`src/rtl/rxf_pkg.sv`:
```
package rxf_pkg;
  parameter int DATA_W = 8;

  typedef struct packed {
    logic              brk;
    logic              fe;
    logic              pe;
    logic [DATA_W-1:0] data;
  } rxf_entry_t;

  // any tag set on an entry
  function automatic logic entry_bad(rxf_entry_t e);
    return e.pe | e.fe | e.brk;
  endfunction

  // up/down step used by occupancy and error counters
  function automatic int unsigned cnt_step(int unsigned v, logic up, logic dn);
    if (up && !dn) return v + 1;
    if (dn && !up) return v - 1;
    return v;
  endfunction

  // circular pointer advance
  function automatic int unsigned ptr_next(int unsigned p, int unsigned depth);
    return (p == depth - 1) ? 0 : p + 1;
  endfunction
endpackage

```
`src/rtl/rxf_store.sv`:
```
module rxf_store
  import rxf_pkg::*;
#(
  parameter int DEPTH = 32,
  localparam int AW   = $clog2(DEPTH),
  localparam int LW   = $clog2(DEPTH + 1)
) (
  input  logic       clk,
  input  logic       rst_n,
  input  logic       push,
  input  logic       pop,
  input  rxf_entry_t wentry,
  output rxf_entry_t head,
  output logic [LW-1:0] level,
  output logic       empty,
  output logic       full
);
  rxf_entry_t    mem [DEPTH];
  logic [AW-1:0] wptr, rptr;

  always_ff @(posedge clk) begin
    if (push) mem[wptr] <= wentry;
  end

  always_ff @(posedge clk) begin
    if (!rst_n) begin
      wptr  <= '0;
      rptr  <= '0;
      level <= '0;
    end else begin
      if (push) wptr <= AW'(ptr_next(32'(wptr), DEPTH));
      if (pop)  rptr <= AW'(ptr_next(32'(rptr), DEPTH));
      level <= LW'(cnt_step(32'(level), push, pop));
    end
  end

  assign head  = mem[rptr];
  assign empty = (level == '0);
  assign full  = (level == LW'(DEPTH));
endmodule

```
`src/rtl/rxf_errcnt.sv`:
```
module rxf_errcnt
  import rxf_pkg::*;
#(
  parameter int DEPTH = 32,
  localparam int LW   = $clog2(DEPTH + 1)
) (
  input  logic clk,
  input  logic rst_n,
  input  logic push_bad,
  input  logic pop_bad,
  output logic err_any
);
  logic [LW-1:0] bad_cnt;

  always_ff @(posedge clk) begin
    if (!rst_n) bad_cnt <= '0;
    else        bad_cnt <= LW'(cnt_step(32'(bad_cnt), push_bad, pop_bad));
  end

  assign err_any = (bad_cnt != '0);
endmodule

```
`src/rtl/rxf_irq.sv`:
```
module rxf_irq (
  input  logic clk,
  input  logic rst_n,
  input  logic set_evt,
  input  logic clr,
  input  logic irq_en,
  output logic pend,
  output logic lsr_irq
);
  always_ff @(posedge clk) begin
    if (!rst_n)       pend <= 1'b0;
    else if (set_evt) pend <= 1'b1;
    else if (clr)     pend <= 1'b0;
  end

  assign lsr_irq = pend & irq_en;
endmodule

```
`src/rtl/rx_err_fifo.sv`:
```
module rx_err_fifo
  import rxf_pkg::*;
#(
  parameter int DEPTH = 32,
  localparam int LW   = $clog2(DEPTH + 1)
) (
  input  logic              clk,
  input  logic              rst_n,
  input  logic              wr_en,
  input  logic [DATA_W-1:0] wr_data,
  input  logic              wr_pe,
  input  logic              wr_fe,
  input  logic              wr_brk,
  input  logic              rd_en,
  input  logic              lsr_rd,
  input  logic              irq_en,
  input  logic              imm_mode,
  output logic [DATA_W-1:0] rd_data,
  output logic              rd_pe,
  output logic              rd_fe,
  output logic              rd_brk,
  output logic              empty,
  output logic              full,
  output logic [LW-1:0]     level,
  output logic              err_any,
  output logic              overrun,
  output logic              lsr_irq
);
  rxf_entry_t wentry, head;
  logic push_ok, pop_ok, push_bad, pop_bad;
  logic head_fresh_d, head_fresh_q, head_arrive, imm_evt, set_evt, irq_pend;

  assign wentry   = '{brk: wr_brk, fe: wr_fe, pe: wr_pe, data: wr_data};
  assign pop_ok   = rd_en & ~empty;
  assign push_ok  = wr_en & (~full | pop_ok);
  assign push_bad = push_ok & entry_bad(wentry);
  assign pop_bad  = pop_ok & entry_bad(head);

  // a new entry occupies the head after this edge
  assign head_fresh_d = (pop_ok & ((level > LW'(1)) | push_ok)) | (push_ok & empty);

  always_ff @(posedge clk) begin
    if (!rst_n) head_fresh_q <= 1'b0;
    else        head_fresh_q <= head_fresh_d;
  end

  assign head_arrive = head_fresh_q & ~empty & entry_bad(head);
  assign imm_evt     = imm_mode & push_bad;
  assign set_evt     = head_arrive | imm_evt;

  always_ff @(posedge clk) begin
    if (!rst_n)                overrun <= 1'b0;
    else if (wr_en && !push_ok) overrun <= 1'b1;
    else if (lsr_rd)           overrun <= 1'b0;
  end

  rxf_store #(.DEPTH(DEPTH)) u_store (
    .clk(clk), .rst_n(rst_n), .push(push_ok), .pop(pop_ok), .wentry(wentry),
    .head(head), .level(level), .empty(empty), .full(full)
  );

  rxf_errcnt #(.DEPTH(DEPTH)) u_errcnt (
    .clk(clk), .rst_n(rst_n), .push_bad(push_bad), .pop_bad(pop_bad), .err_any(err_any)
  );

  rxf_irq u_irq (
    .clk(clk), .rst_n(rst_n), .set_evt(set_evt), .clr(lsr_rd), .irq_en(irq_en),
    .pend(irq_pend), .lsr_irq(lsr_irq)
  );

  assign rd_data = head.data;
  assign rd_pe   = head.pe;
  assign rd_fe   = head.fe;
  assign rd_brk  = head.brk;
endmodule

```
`config.mk`:
```
export PLATFORM = sky130hd
export DESIGN_NAME = rx_err_fifo
export DESIGN_NICKNAME = d
export VERILOG_FILES = /design/src/rtl/rxf_pkg.sv /design/src/rtl/rxf_store.sv /design/src/rtl/rxf_errcnt.sv /design/src/rtl/rxf_irq.sv /design/src/rtl/rx_err_fifo.sv
export SDC_FILE = /design/constraint.sdc
export NUM_CORES = 1
export LEC_CHECK = 0
export BUFFER_PORTS_ARGS = -buffer_cell sky130_fd_sc_hd__buf_2
export CAP_MARGIN = 15
export CORE_MARGIN = 3
export CORE_UTILIZATION = 40
export CTS_CLUSTER_SIZE = 14
export DETAILED_ROUTE_END_ITERATION = 10
export PLACE_DENSITY_LB_ADDON = 0.15
export REMOVE_ABC_BUFFERS = 1
export SETUP_SLACK_MARGIN = 0.05
export SYNTH_ARGS = -nofsm -noshare
export SYNTH_HDL_FRONTEND = slang
export SYNTH_SLANG_ARGS = --single-unit
```
`constraint.sdc`:
```
create_clock -name clk -period 6.3 [get_ports clk]
set_clock_uncertainty 0.15 [all_clocks]
set_input_delay 0.63 -clock clk [delete_from_list [all_inputs] [get_ports clk]]
set_output_delay 0.63 -clock clk [all_outputs]
set_load 0.05 [all_outputs]
```
# --- Yosys cells after proc, flatten, opt, wreduce, memory -nomap -nowiden ---
# Memories as Yosys holds them, arrays and structs flattened. A register that Yosys moved wholly into a read port is not among the register bits.
# Index checks and enable logic that the tools add are counted.
word_totals:
  register_bits: 25
  ramBits: 352
  input_bits: 18
  elab_cells: 80
  memories: 1
  out_inout_bits: 22
op_classes:
  eq_ne: 3
  n_reduce_logical: 15
  magnitude_cmp: 1
  muxes: 27
  addsub: 6
  bitwise_logic: 20
mem_list:
  columns: ["memory", "words", "word_bits", "rd", "rd_clocked_by_memory_dff", "wr", "line_no", "text"]
  rows:
  - ["u_store.mem", 32, 11, 1, 1, 1, "rxf_store.sv:18", "rxf_entry_t mem [DEPTH];"]
ops:
  columns: ["cell", "n"]
  rows:
  - ["2-to-1 mux 6 bit", 8]
  - ["2-to-1 mux 5 bit", 4]
  - ["2-to-1 mux 1 bit", 15]
  - ["adder 6 x 1 -> 6 bit (second input constant)", 2]
  - ["subtractor 6 x 1 -> 6 bit (second input constant)", 2]
  - ["adder 5 x 1 -> 5 bit (second input constant)", 2]
  - ["AND 1 bit", 10]
  - ["equality test 5 bit (second input constant)", 2]
  - ["OR 1 bit", 8]
  - ["nonzero test 2 bit", 4]
  - ["equality test 6 bit (second input constant)", 1]
  - ["> comparator 6 x 1 -> 1 bit (second input constant)", 1]
  - ["logical NOT 6 bit", 1]
  - ["nonzero test 6 bit", 1]
  - ["logical AND 1 bit", 5]
  - ["logical NOT 1 bit", 4]
  - ["NOT 1 bit", 2]

# --- Logic depth before layout (Yosys ltp) ---
logic_depth:
  depth_word: 13
  mapped_depth: 15
  depth_no_buf: 12

# --- Modules after synthesis ---
# Synthesis repeated with hierarchy kept, for this count alone.
hier_totals:
  cells_unflattened: 1007
  hier_area_um2: 15807.7
by_module_without_submodules:
  columns: ["module", "area_each_um2", "cells_per_inst", "instances", "seq_area_each_um2"]
  rows:
  - ["rxf_store", 15094.5, 920, 1, 10990.5]
  - ["rxf_errcnt", 521.8, 65, 1, 120.1]
  - ["rx_err_fifo", 142.6, 18, 1, 40.0]
  - ["rxf_irq", 48.8, 4, 1, 20.0]

# --- Least setup slack after synthesis ---
# OpenSTA, ideal clock, no wires.
synth_timing:
  path_type: "register to register"
  from: "register u_store.level[1]"
  to: "register u_errcnt.bad_cnt[4]"
  n_path_buf: 2
  required_ps: 6079
  arrival_ps: 3468
  setup_slack_ps: 2611
  path_stages_with_launch: 14
  synth_period_minus_slack_ps: 3689
  setup_time_ps: 71
  path_cell_list: "dfxtp_1 -> inv_1 -> ha_1 -> or4b_2 -> clkbuf_1 -> o21ai_0 -> buf_2 -> nor2_1 -> ha_1 -> nand2b_1 -> or4b_2 -> a21oi_1 -> o21bai_1 -> a21oi_1"
synth_via:
  elab_chain_cells: 12
  word_cells_on_any_way: 23
  cone_classes: "eq/ne: 1; mux: 9; bitwise: 7; reduce/logical: 6"
synth_rtl:
  columns: ["element", "line_no", "text"]
  rows:
  - ["from (decl)", "rxf_store.sv:14", "output logic [LW-1:0] level,"]
  - ["from (signal assigned)", "rxf_store.sv:33", "level <= LW'(cnt_step(32'(level), push, pop));"]
  - ["logical NOT 6 bit", "rxf_store.sv:38", "assign empty = (level == '0);"]
  - ["NOT 1 bit", "rx_err_fifo.sv:34", "assign pop_ok = rd_en & ~empty;"]
  - ["AND 1 bit", "rx_err_fifo.sv:34", null]
  - ["OR 1 bit", "rx_err_fifo.sv:35", "assign push_ok = wr_en & (~full | pop_ok);"]
  - ["AND 1 bit", "rx_err_fifo.sv:35", null]
  - ["AND 1 bit", "rx_err_fifo.sv:36", "assign push_bad = push_ok & entry_bad(wentry);"]
  - ["logical NOT 1 bit", "rxf_pkg.sv:19", "if (dn && !up) return v - 1;"]
  - ["logical AND 1 bit", "rxf_pkg.sv:19", null]
  - ["2-to-1 mux 1 bit (2 in a row)", "rxf_pkg.sv:19", null]
  - ["2-to-1 mux 1 bit", "rxf_errcnt.sv:16", "if (!rst_n) bad_cnt <= '0;"]
  - ["nonzero test 2 bit (no source line)", null, null]
  - ["to (signal assigned)", "rxf_errcnt.sv:17", "else bad_cnt <= LW'(cnt_step(32'(bad_cnt), push_bad, pop_bad));"]
  - ["to (decl)", "rxf_errcnt.sv:13", "logic [LW-1:0] bad_cnt;"]
# Parallel ways exist; a longest one is shown, timed or not. The select of a mux whose other input is x is not followed.
# A chain may end at the register's enable or synchronous reset.

==> qor.yml <==
die:
  dieHeight_um: 202.3
  die_w_um: 202.3
  initial_core_util: 0.4072
  design.core.area_sq_mm: 0.03784
  num_rows: 71
  io_pins: 40
  dieArea_sq_mm: 0.04091
timing:
  finalCritPeriodShare: 0.7125
  fin_tns_setup_ns: 0
  clock.fmax_mhz: 222.8
  setup_ws_ns: 1.812
  worstMarginPinSlew_ns: 1.059
  final_max_slew_viol_count: 0
  timing.final.crit_period_ns: 4.488
  slew_headroom: 0.2931
  rsz0062_at_grt: "no"
  finalSetupViolCount: 0
  hold_viol: 0
clock_tree:
  htree_levels: 2
  cts_root_buf: "clkbuf_16"
  numCtsBuffers: 41
  cts_tree: "done"
  cts_sinks: 382
  clock_path_buffers: 3
  cts_hold_buffers: 0
  clkLatencyLatePin_ns: 0.55
  post_cts_buffers: 0
  cts_resized: 0
  clk_transition_reported_paths_ns: 0.06
critical_path:
  rr_worst_depth: 11
  crit_required_ns: 6.60
  worst_setup_path_start_kind: "flop"
  criticalPathCategory: "reg2reg"
  critical_path.endpoint_type: "flop"
  r2r_setup_slack_ns: 1.81
  crit_fanout: 62
  cp-endpoint: "u_errcnt.bad_cnt[3]$_SDFFE_PN0P_"
  crit_arrival_ns: 4.79
  r2r-end: "u_errcnt.bad_cnt[3]$_SDFFE_PN0P_"
global_route:
  busiest_layer: "met2"
  grt_pass1_wl_um: 52300
  grt_max_degree: 63
  grt_pass1_vias: 8042
  grt_use_met3: 0.03688
  global_route.usage.met1: 0.2397
  use_met2: 0.2817
  grt-ovfl-total: 0
  grt_usage: 0.1732
  antenna_found_initial: 4
drt:
  drc: 0
  vias: 7804
  wl_per_cell_um: 24.99
  viasPerCell: 5.570
  drtPass1Iterations: 5
  ant_nets: 0
  wl_um: 35010
  drtIter0Drc: 609
layout:
  fin_area_sq_mm: 0.01761
  drive_above_1_share: 0.2838
  final_cell_count_no_fill: 1401
  finalNetCount: 891
  syn_to_final_growth_pct: 14.31
placed_design:
  port_buffers: 39
  place_ws_ns: 1.804
  placed_cells: 1324
  postPlaceCellArea_sq_mm: 0.01629
  gp_congestion: 0.7779
  dp_hpwl_um: 20710
logic_synthesis:
  yosys-top-cells-area: "edfxtp_1 (69%), mux4_2 (14%), dfxtp_1 (3.9%), mux4_1 (2.4%), nor2_1 (1.4%)"
  synthFlopType: "edfxtp_1"
  ys_ff_latch: 382
  synth_top_area_frac: 0.6860
  synthArstFlopShare: 0
  netlist_top_cells_count: "edfxtp_1 (352), mux4_2 (94), nor2_1 (57), dfxtp_1 (30), clkbuf_1 (25)"
  yosysWarnings: 0
  yosysMostFrequentCell: "edfxtp_1"
  netlist.top_cell.by_area: "edfxtp_1"
  synth_cells: 791
  ys_types: 49
  synth_edf_count: 352
  synthesis.area_sq_mm: 0.01541
  syn_area_per_cell_sq_um: 19.48
  ys_seq_area_frac: 0.7250
power_and_ir_drop:
  ir_worst_vdd_v: 0.0002007
  power_density_mw_per_mm2: 333.3
  p_leak_nw: 5.525
status:
  outcome: "finished clean"
hold_path:
  hold_path.class: "in2reg"
  hold_depth: 3
run:
  drv_cap: 0
metrics by stage:
step / hold slack, ns / power (W) / utilization
after detailed placement: 0.3711 / 0.003601 / 0.4306
final: 0.2087 / 0.005870 / 0.4654
after global placement: 0.3333 / 0.003579 / 0.4306
after CTS: 0.1816 / 0.005951 / 0.4653
after global routing: 0.2136 / 0.006102 / 0.4653
after floorplan: 0.3094 / 0.003411 / -
flip-flops by register name, summed over array words and instances, names as in the netlist, named ones only:
name              cells
u_store.mem         352
u_store.level         6
u_irq.pend            1
u_store.wptr          5
overrun               1
u_errcnt.bad_cnt      6
u_store.rptr          5
head_fresh_q          1
worst min path at each step:
stage	startpoint	end	slack [ns]
finish	wr_en	overrun$_SDFFE_PN0P_	0.21
global route	rd_en	head_fresh_q$_SDFF_PN0_	0.21
CTS	wr_en	overrun$_SDFFE_PN0P_	0.18
detailed placement	u_store.rptr[4]$_SDFFE_PN0P_	flop	0.37
global placement	u_errcnt.bad_cnt[5]$_SDFFE_PN0P_	u_errcnt.bad_cnt[5]$_SDFFE_PN0P_	0.33
floorplan	u_errcnt.bad_cnt[5]$_SDFFE_PN0P_	u_errcnt.bad_cnt[5]$_SDFFE_PN0P_	0.31
critical path, cell delays in order (launching register included):
cell	delay, ns
dfxtp_4	0.99
mux4_1	0.65
mux4_2	0.53
mux2_4	0.31
a211oi_1	0.29
nand2b_1	0.16
ha_1	0.37
nand2b_1	0.31
o21ai_0	0.11
a21oi_1	0.17
o22ai_1	0.10
and2_1	0.17
cells in the final DEF, fill, tap and decap left out, types with 3 or more instances in the layout:
cell       netlist  final
clkbuf_1        25      7
ha_1            17     17
nor2_2           0     12
nor2_1          57     45
and3_1           3      3
inv_1           18     18
nor3_1           3      3
a211oi_1         5      5
edfxtp_1       352    352
o21ai_0         23     23
nand2b_1         4      4
clkinv_2         0      9
mux4_2          94     94
nand3b_1         4      4
mux2_2           9      9
clkbuf_16        0     41
or4b_2           3      3
nand3_1          6      6
a22oi_1          4      4
buf_2            5     39
clkinv_1         0      8
mux4_1          14     14
nand4b_1         3      3
a21boi_0         8      8
mux2i_1          4      4
nor2b_1          6      6
and2_1           4      4
nand2_1         22     22
dfxtp_1         30     27
or3_1            5      5
a21oi_1         24     24
buf_4            1     25
bufinv_16        0      4
or4_1            5      5
layer usage:
metal,part of all wire,vias up,wire [um]
li1,-,3361,-
met1,0.42,4132,14870
met2,0.49,245,17100
met3,0.066,60,2324
met4,0.019,6,664
met5,0.0012,-,42
area by class of cell:
type                            count  area, sq um
Clock buffer                       48         1052
Sequential cell                   382        11180
Multi-Input combinational cell    347         4001
Tap cell                          511        639.4
Clock inverter                     27        261.5
Timing Repair Buffer               65        402.9
Inverter                           19        71.32
Fill cell                        3208        20230
Antenna cell                        2        5.005
power breakdown:
group	total [W]	internal (W)	switching, W
Combinational	0.000656	0.000289	0.000367
Sequential	0.00287	0.00280	0.0000770
Clock	0.00234	0.00137	0.000970
kinds of logic (layout without fill, tap and decap cells):
| logic type | count (synthesis) | after routing | share of synthesized area |
|---|---|---|---|
| other cells | 0 | 2 | 0 |
| compound gates | 76 | 76 | 0.02988 |
| buf+inv | 62 | 159 | 0.01730 |
| simple gates | 131 | 131 | 0.04206 |
| xor+xnor | 1 | 1 | 0.0005685 |
| flops | 382 | 382 | 0.7250 |
| fa+ha+maj | 17 | 17 | 0.01380 |
| mux | 122 | 122 | 0.1714 |
Note: power is estimated with default switching activity, not from simulation.
